<file path="src/rtl/sft_pkg.sv">
// Shared definitions for the serial frame transmitter.
// Assumes: the parity code is two bits wide and its upper bit enables parity.
package sft_pkg;
    localparam int LEN_CODE_W = 3;

    typedef enum logic [1:0] {
        PAR_NONE     = 2'b00,
        PAR_NONE_ALT = 2'b01,
        PAR_EVEN     = 2'b10,
        PAR_ODD      = 2'b11
    } par_e;
endpackage

</file>
<file path="src/rtl/sft_frame_pack.sv">
// Builds the whole frame as a vector to be sent from bit 0 upward, and
// reports how many bits it holds. Purely combinational.
// Assumes: DATA_W >= MIN_LEN. Positions beyond the frame are filled with 1.
module sft_frame_pack
    import sft_pkg::*;
#(
    parameter int DATA_W  = 9,
    parameter int MIN_LEN = 5,
    localparam int FW     = DATA_W + 4,
    localparam int NW     = $clog2(FW + 1)
) (
    input  logic [DATA_W-1:0]     data,
    input  logic [LEN_CODE_W-1:0] len_code,
    input  logic [1:0]            par_mode,
    input  logic                  two_stop,
    output logic [FW-1:0]         frame,
    output logic [NW-1:0]         nbits
);
    // Lay out start, data, parity and stop bits; stop bits come from the 1 fill.
    always_comb begin
        int   len;
        logic par_en;
        logic pbit;
        len = MIN_LEN + int'(len_code);
        if (len > DATA_W) len = DATA_W;
        par_en = par_mode[1];
        pbit   = (par_e'(par_mode) == PAR_ODD);
        for (int i = 0; i < DATA_W; i++) begin
            if (i < len) pbit = pbit ^ data[i];
        end
        frame    = '1;
        frame[0] = 1'b0;
        for (int i = 0; i < DATA_W; i++) begin
            if (i < len)                   frame[i+1] = data[i];
            else if (i == len && par_en)   frame[i+1] = pbit;
        end
        if (len == DATA_W && par_en) frame[DATA_W+1] = pbit;
        nbits = NW'(1 + len + (par_en ? 1 : 0) + (two_stop ? 2 : 1));
    end
endmodule

</file>
<file path="src/rtl/sft_bit_timer.sv">
// Counts clocks inside one bit. It signals the last clock of the bit and
// whether the count is still in the first half of a synchronous bit.
// Assumes: ASYNC_DIV >= 2 and SYNC_HALF >= 1; restart wins over counting.
module sft_bit_timer #(
    parameter int ASYNC_DIV = 16,
    parameter int SYNC_HALF = 8,
    localparam int SYNC_P   = 2 * SYNC_HALF,
    localparam int MAXP     = (ASYNC_DIV > SYNC_P) ? ASYNC_DIV : SYNC_P,
    localparam int CW       = $clog2(MAXP + 1)
) (
    input  logic clk,
    input  logic rst_n,
    input  logic restart,
    input  logic run,
    input  logic sync_mode,
    output logic step,
    output logic first_half
);
    localparam logic [CW-1:0] LAST_ASYNC = CW'(ASYNC_DIV - 1);
    localparam logic [CW-1:0] LAST_SYNC  = CW'(SYNC_P - 1);
    localparam logic [CW-1:0] HALF_MARK  = CW'(SYNC_HALF);

    logic [CW-1:0] cnt;
    logic [CW-1:0] last_cnt;

    // Pick the final count of a bit from the mode captured for the frame.
    always_comb last_cnt = sync_mode ? LAST_SYNC : LAST_ASYNC;

    assign step       = run && (cnt == last_cnt);
    assign first_half = (cnt < HALF_MARK);

    // Advance the in-bit counter, wrapping at the end of each bit.
    always_ff @(posedge clk) begin
        if (!rst_n)       cnt <= '0;
        else if (restart) cnt <= '0;
        else if (run)     cnt <= step ? '0 : cnt + 1'b1;
    end
endmodule

</file>
<file path="src/rtl/serial_frame_tx.sv">
// Top of the serial frame transmitter. It accepts a character through a
// valid/ready handshake, captures the format, and shifts the frame out one
// bit per bit period. In synchronous mode it also drives a shift clock.
// Assumes: the receiver samples on the edge opposite the change edge.
module serial_frame_tx
    import sft_pkg::*;
#(
    parameter int DATA_W    = 9,
    parameter int MIN_LEN   = 5,
    parameter int ASYNC_DIV = 16,
    parameter int SYNC_HALF = 8,
    localparam int FW       = DATA_W + 4,
    localparam int NW       = $clog2(FW + 1)
) (
    input  logic                  clk,
    input  logic                  rst_n,
    input  logic [DATA_W-1:0]     word_data,
    input  logic                  word_valid,
    output logic                  word_ready,
    input  logic [LEN_CODE_W-1:0] cfg_len,
    input  logic [1:0]            cfg_parity,
    input  logic                  cfg_two_stop,
    input  logic                  cfg_sync,
    input  logic                  cfg_pol,
    output logic                  ser_out,
    output logic                  sclk_out,
    output logic                  busy
);
    logic [FW-1:0] frame_new;
    logic [NW-1:0] nbits_new;
    logic [FW-1:0] shreg;
    logic [NW-1:0] left;
    logic          sync_q;
    logic          pol_q;
    logic          step;
    logic          first_half;
    logic          last_bit;
    logic          accept;
    logic          pol_now;

    sft_frame_pack #(
        .DATA_W  (DATA_W),
        .MIN_LEN (MIN_LEN)
    ) u_pack (
        .data     (word_data),
        .len_code (cfg_len),
        .par_mode (cfg_parity),
        .two_stop (cfg_two_stop),
        .frame    (frame_new),
        .nbits    (nbits_new)
    );

    sft_bit_timer #(
        .ASYNC_DIV (ASYNC_DIV),
        .SYNC_HALF (SYNC_HALF)
    ) u_timer (
        .clk        (clk),
        .rst_n      (rst_n),
        .restart    (accept),
        .run        (busy),
        .sync_mode  (sync_q),
        .step       (step),
        .first_half (first_half)
    );

    assign last_bit   = (left == NW'(1));
    assign word_ready = !busy || (step && last_bit);
    assign accept     = word_valid && word_ready;

    // Load a new frame on acceptance, else shift one bit per step.
    always_ff @(posedge clk) begin
        if (!rst_n) begin
            busy   <= 1'b0;
            shreg  <= '1;
            left   <= '0;
            sync_q <= 1'b0;
            pol_q  <= 1'b0;
        end else if (accept) begin
            busy   <= 1'b1;
            shreg  <= frame_new;
            left   <= nbits_new;
            sync_q <= cfg_sync;
            pol_q  <= cfg_pol;
        end else if (step) begin
            shreg <= {1'b1, shreg[FW-1:1]};
            left  <= left - 1'b1;
            if (last_bit) busy <= 1'b0;
        end
    end

    // Drive the line high when idle, else the current frame bit.
    always_comb ser_out = busy ? shreg[0] : 1'b1;

    // Polarity level: captured during a frame, live while idle.
    always_comb pol_now = busy ? pol_q : cfg_pol;

    // Shift clock leaves its resting level in the first half of each synchronous bit.
    always_comb sclk_out = (busy && sync_q && first_half) ? !pol_now : pol_now;
endmodule

</file>
<file path="config.mk">
export PLATFORM = sky130hd
export DESIGN_NAME = serial_frame_tx
export DESIGN_NICKNAME = d
export VERILOG_FILES = /design/src/rtl/sft_pkg.sv /design/src/rtl/sft_frame_pack.sv /design/src/rtl/sft_bit_timer.sv /design/src/rtl/serial_frame_tx.sv
export SDC_FILE = /design/constraint.sdc
export NUM_CORES = 1
export LEC_CHECK = 0
export BUFFER_PORTS_ARGS = -buffer_cell sky130_fd_sc_hd__buf_4
export CORE_UTILIZATION = 40
export CTS_CLUSTER_DIAMETER = 60
export CTS_CLUSTER_SIZE = 40
export DETAILED_ROUTE_END_ITERATION = 16
export PLACE_DENSITY = 0.69
export SYNTH_ARGS = -nofsm -noshare
export SYNTH_HDL_FRONTEND = slang
export SYNTH_SLANG_ARGS = --single-unit
export TNS_END_PERCENT = 50
</file>
<file path="constraint.sdc">
create_clock -name clk -period 3.5 [get_ports clk]
set_input_delay 0.525 -clock clk [delete_from_list [all_inputs] [get_ports clk]]
set_output_delay 0.525 -clock clk [all_outputs]
set_load 0.05 [all_outputs]
</file>
==> qor.csv <==
metric;value;unit
syn2layout_area_growth;12.9;%
fin_crit;2.86;ns
required;3.66;ns
clockRootBuffer;clkbuf_8;
antennaDiodeCount;0;
cts.sinks;23;
ctsResizeCount;0;
yosysTopAreaCellShare;25.5;%
fin_crit_sh;81.8;%
p_per_area;327;mW/mm^2
path_cells;buf_4, inv_1, ha_1, a21boi_0, ha_1, ha_1, a21o_1, a21oi_1, xnor2_1, nand2_1, o211a_1;
crit_fanout;12;
rsz0062_at_grt;no;
htree_levels;1;
drtPass1Iterations;4;
seq_area_frac_synth;25.5;%
holdBufCountCts;0;
critPathSlowestCell;ha_1;
vias;1566;
yosysTopAreaCell;dfxtp_1;
portBuffers;23;
grt_pass1_vias;1448;
core_region_area;0.00435;mm^2
crit_top_cell;ha_1;
internal_power;0.000453;W
reg2reg_depth;7;
timing.fmax;349;MHz
postCtsSetupRepairBufs;0;
cts_tree;yes;
dieArea;0.00479;mm^2
die_w;69.2;um
final_antenna_net_count;0;
drc;0;
drive_gt1_share;17.9;%
grt_pass1_wl;6440;um
ys.flop_type;dfxtp_1;
status;finished, final reports clean;
hold_start;pol_q;
wl_per_cell;13.4;um
seqPwrFrac;43.8;%
fin_skew;0.00175;ns
ys_ff_latch;23;
cpPeakStageDelay;0.51;ns
dp_hpwl;3020;um
drt_iter0_drc;69;
power_frac_comb;32.1;%
peakVddDrop;143;uV
start_kind;input pin;
syn_avg_cell_area;8.33;um^2
r2r-start;busy;
synth_edf_count;0;
antenna_found_initial;0;
drt-total-wl;3850;um
syn_nets;248;
tightest_slew;0.557;ns
totalNegativeSetupSlack;0;ns
syn_area;0.00181;mm^2
start_util;41.5;%
cp-end-kind;flop;
reg2reg_to;shreg[7];
ys_async_sr_fraction;0;%
power_switching_share;32.2;%
cts_buffers;3;
arrival;3.02;ns
grt_max_degree;24;
clkTransAtPathRegs;0.08;ns
die_h;69.2;um
leakagePower;0.851;nW
netlist_instances;217;
grt_overflow;0;
synthDistinctLibCells;55;
slew_headroom;62.7;%
dp_slack;0.401;ns
clk_latency;0.26;ns
clockBufferDepth;2;
min_path_cells;2;
rows;24;
hp-class;flop to flop;
slew_viol_final;0;
switchingPower;0.000215;W
critPathKind;input pin to flop;
yosysWarnings;0;
grt_usage;16.0;%
min_delay_worst_endpoint;pol_q;
ios;24;
maxCapViolCount;0;
hold_viol;0;
gp_congestion;0.961;
yosys-top-cells-area;dfxtp_1 (25%), ha_1 (6.9%), mux2i_1 (6.1%), xor2_1 (4.8%), nand2_1 (3.9%);
finalSetupViolCount;0;
fin_ws;0.638;ns
via_per_inst;5.46;
final_nets;267;
fill_cells;429;
r2r_setup_slack;1.05;ns
clkPwrFrac;24.1;%
-- layer usage --
metal / GRT usage, % / share of wire [%] / up-vias / routed length (um)
met3: 1.89 / 3.5 / 6 / 134
met2: 27.0 / 47 / 36 / 1820
met5: 0 / 0 / - / 0
li1: - / - / 815 / -
met4: 5.22 / 1.7 / 0 / 66
met1: 21.2 / 48 / 709 / 1840
-- state kept, by name (all words and copies together), names as in the netlist --
signal,flops
busy,1
u_timer.cnt,5
sync_q,1
left,4
pol_q,1
shreg,11
-- power groups by stage --
| stage | sequential, W | combinational (W) | clock [W] |
|---|---|---|---|
| finish | 0.000293 | 0.000214 | 0.000161 |
| global route | 0.000295 | 0.000238 | 0.000175 |
| CTS | 0.000293 | 0.000214 | 0.000163 |
| detailed placement | 0.000299 | 0.000213 | 0 |
| global placement | 0.000299 | 0.000209 | 0 |
| floorplan | 0.000297 | 0.000159 | 0 |
-- cells in the final DEF, fill, tap and decap left out, types with 2 or more instances in the layout --
master	instances
ha_1	10
and2_1	4
nand2_1	19
and3_1	3
nor2b_1	5
xor2_1	10
o211a_1	2
inv_1	11
nand3b_1	2
nor4b_1	3
nor2_1	14
mux2i_1	11
o21ai_0	11
clkbuf_8	3
o21a_1	4
a22oi_1	3
a22o_1	2
nand3_1	3
a41oi_1	4
nand2b_1	4
a21boi_0	5
nor3b_1	4
dfxtp_1	23
a21oi_1	13
xnor2_1	3
o21bai_1	2
a21o_1	2
o21ai_1	5
buf_4	25
nor3_1	2
-- how the worst max path moves through the flow --
stage	to	cells after the start	slack (ns)	startpoint
floorplan	shreg[6]	8	0.41	busy
detailed placement	left[3]	11	0.40	cfg_len[0]
global placement	left[3]	11	0.35	cfg_len[0]
finish	left[3]	11	0.64	cfg_len[0]
global route	left[3]	11	0.47	cfg_len[0]
CTS	left[3]	11	0.66	cfg_len[0]
-- cells by family after synthesis --
family / Yosys count / synth area share [%]
AND/OR/NAND/NOR: 73 / 22.5
AO/OA/AOI/OAI: 61 / 23.5
flip-flops: 23 / 25.5
buffers and inverters: 22 / 5.88
XOR/XNOR: 14 / 7.20
multiplexers: 13 / 7.47
adder cells (fa/ha/maj): 11 / 8.03
-- area by class of cell --
| cell class | count | area, um^2 | area share, % |
|---|---|---|---|
| clock buffer | 3 | 41.3 | 2.02 |
| clock inverter | 1 | 5.00 | 0.245 |
| inverter | 11 | 41.3 | 2.02 |
| multi-input combinational | 172 | 1240 | 60.8 |
| sequential | 23 | 460 | 22.5 |
| tap | 52 | 65.1 | 3.19 |
| timing repair buffer | 25 | 188 | 9.19 |
-- per-stage QoR --
| stage | total power (W) | area, um^2 | util, % | hold slack [ns] | instances |
|---|---|---|---|---|---|
| after CTS | 0.000670 | 2040 | 46.9 | 0.479 | 287 |
| after detailed placement | 0.000512 | 2000 | 45.8 | 0.468 | 283 |
| after global routing | 0.000708 | 2040 | 46.9 | 0.502 | 287 |
| after floorplan | 0.000455 | 1810 | - | 0.444 | 217 |
| after global placement | 0.000508 | 2000 | 45.8 | 0.456 | 283 |
| final | 0.000668 | 2040 | 46.9 | 0.477 | 287 |
-- cell usage after synthesis (4+ instances only) --
master and n:
nor2b_1 5, o21ai_0 11, nand2_1 19, dfxtp_1 23, and2_1 4, ha_1 10
nand2b_1 4, mux2i_1 11, a41oi_1 4, nor3b_1 4, xor2_1 10, nor2_1 14
a21oi_1 13, a21boi_0 5, inv_1 11, o21ai_1 5, o21a_1 4
-- worst max-delay path: cells and delay by family --
family | cells | cell delay [ns]
AOI/OAI and AO/OA | 4 | 0.89
xor gates and xnor gates | 1 | 0.13
adders and majority gates | 3 | 1.15
buffers and inverters | 2 | 0.24
and+or+nand+nor | 1 | 0.07
(Power assumes the default switching activity.)
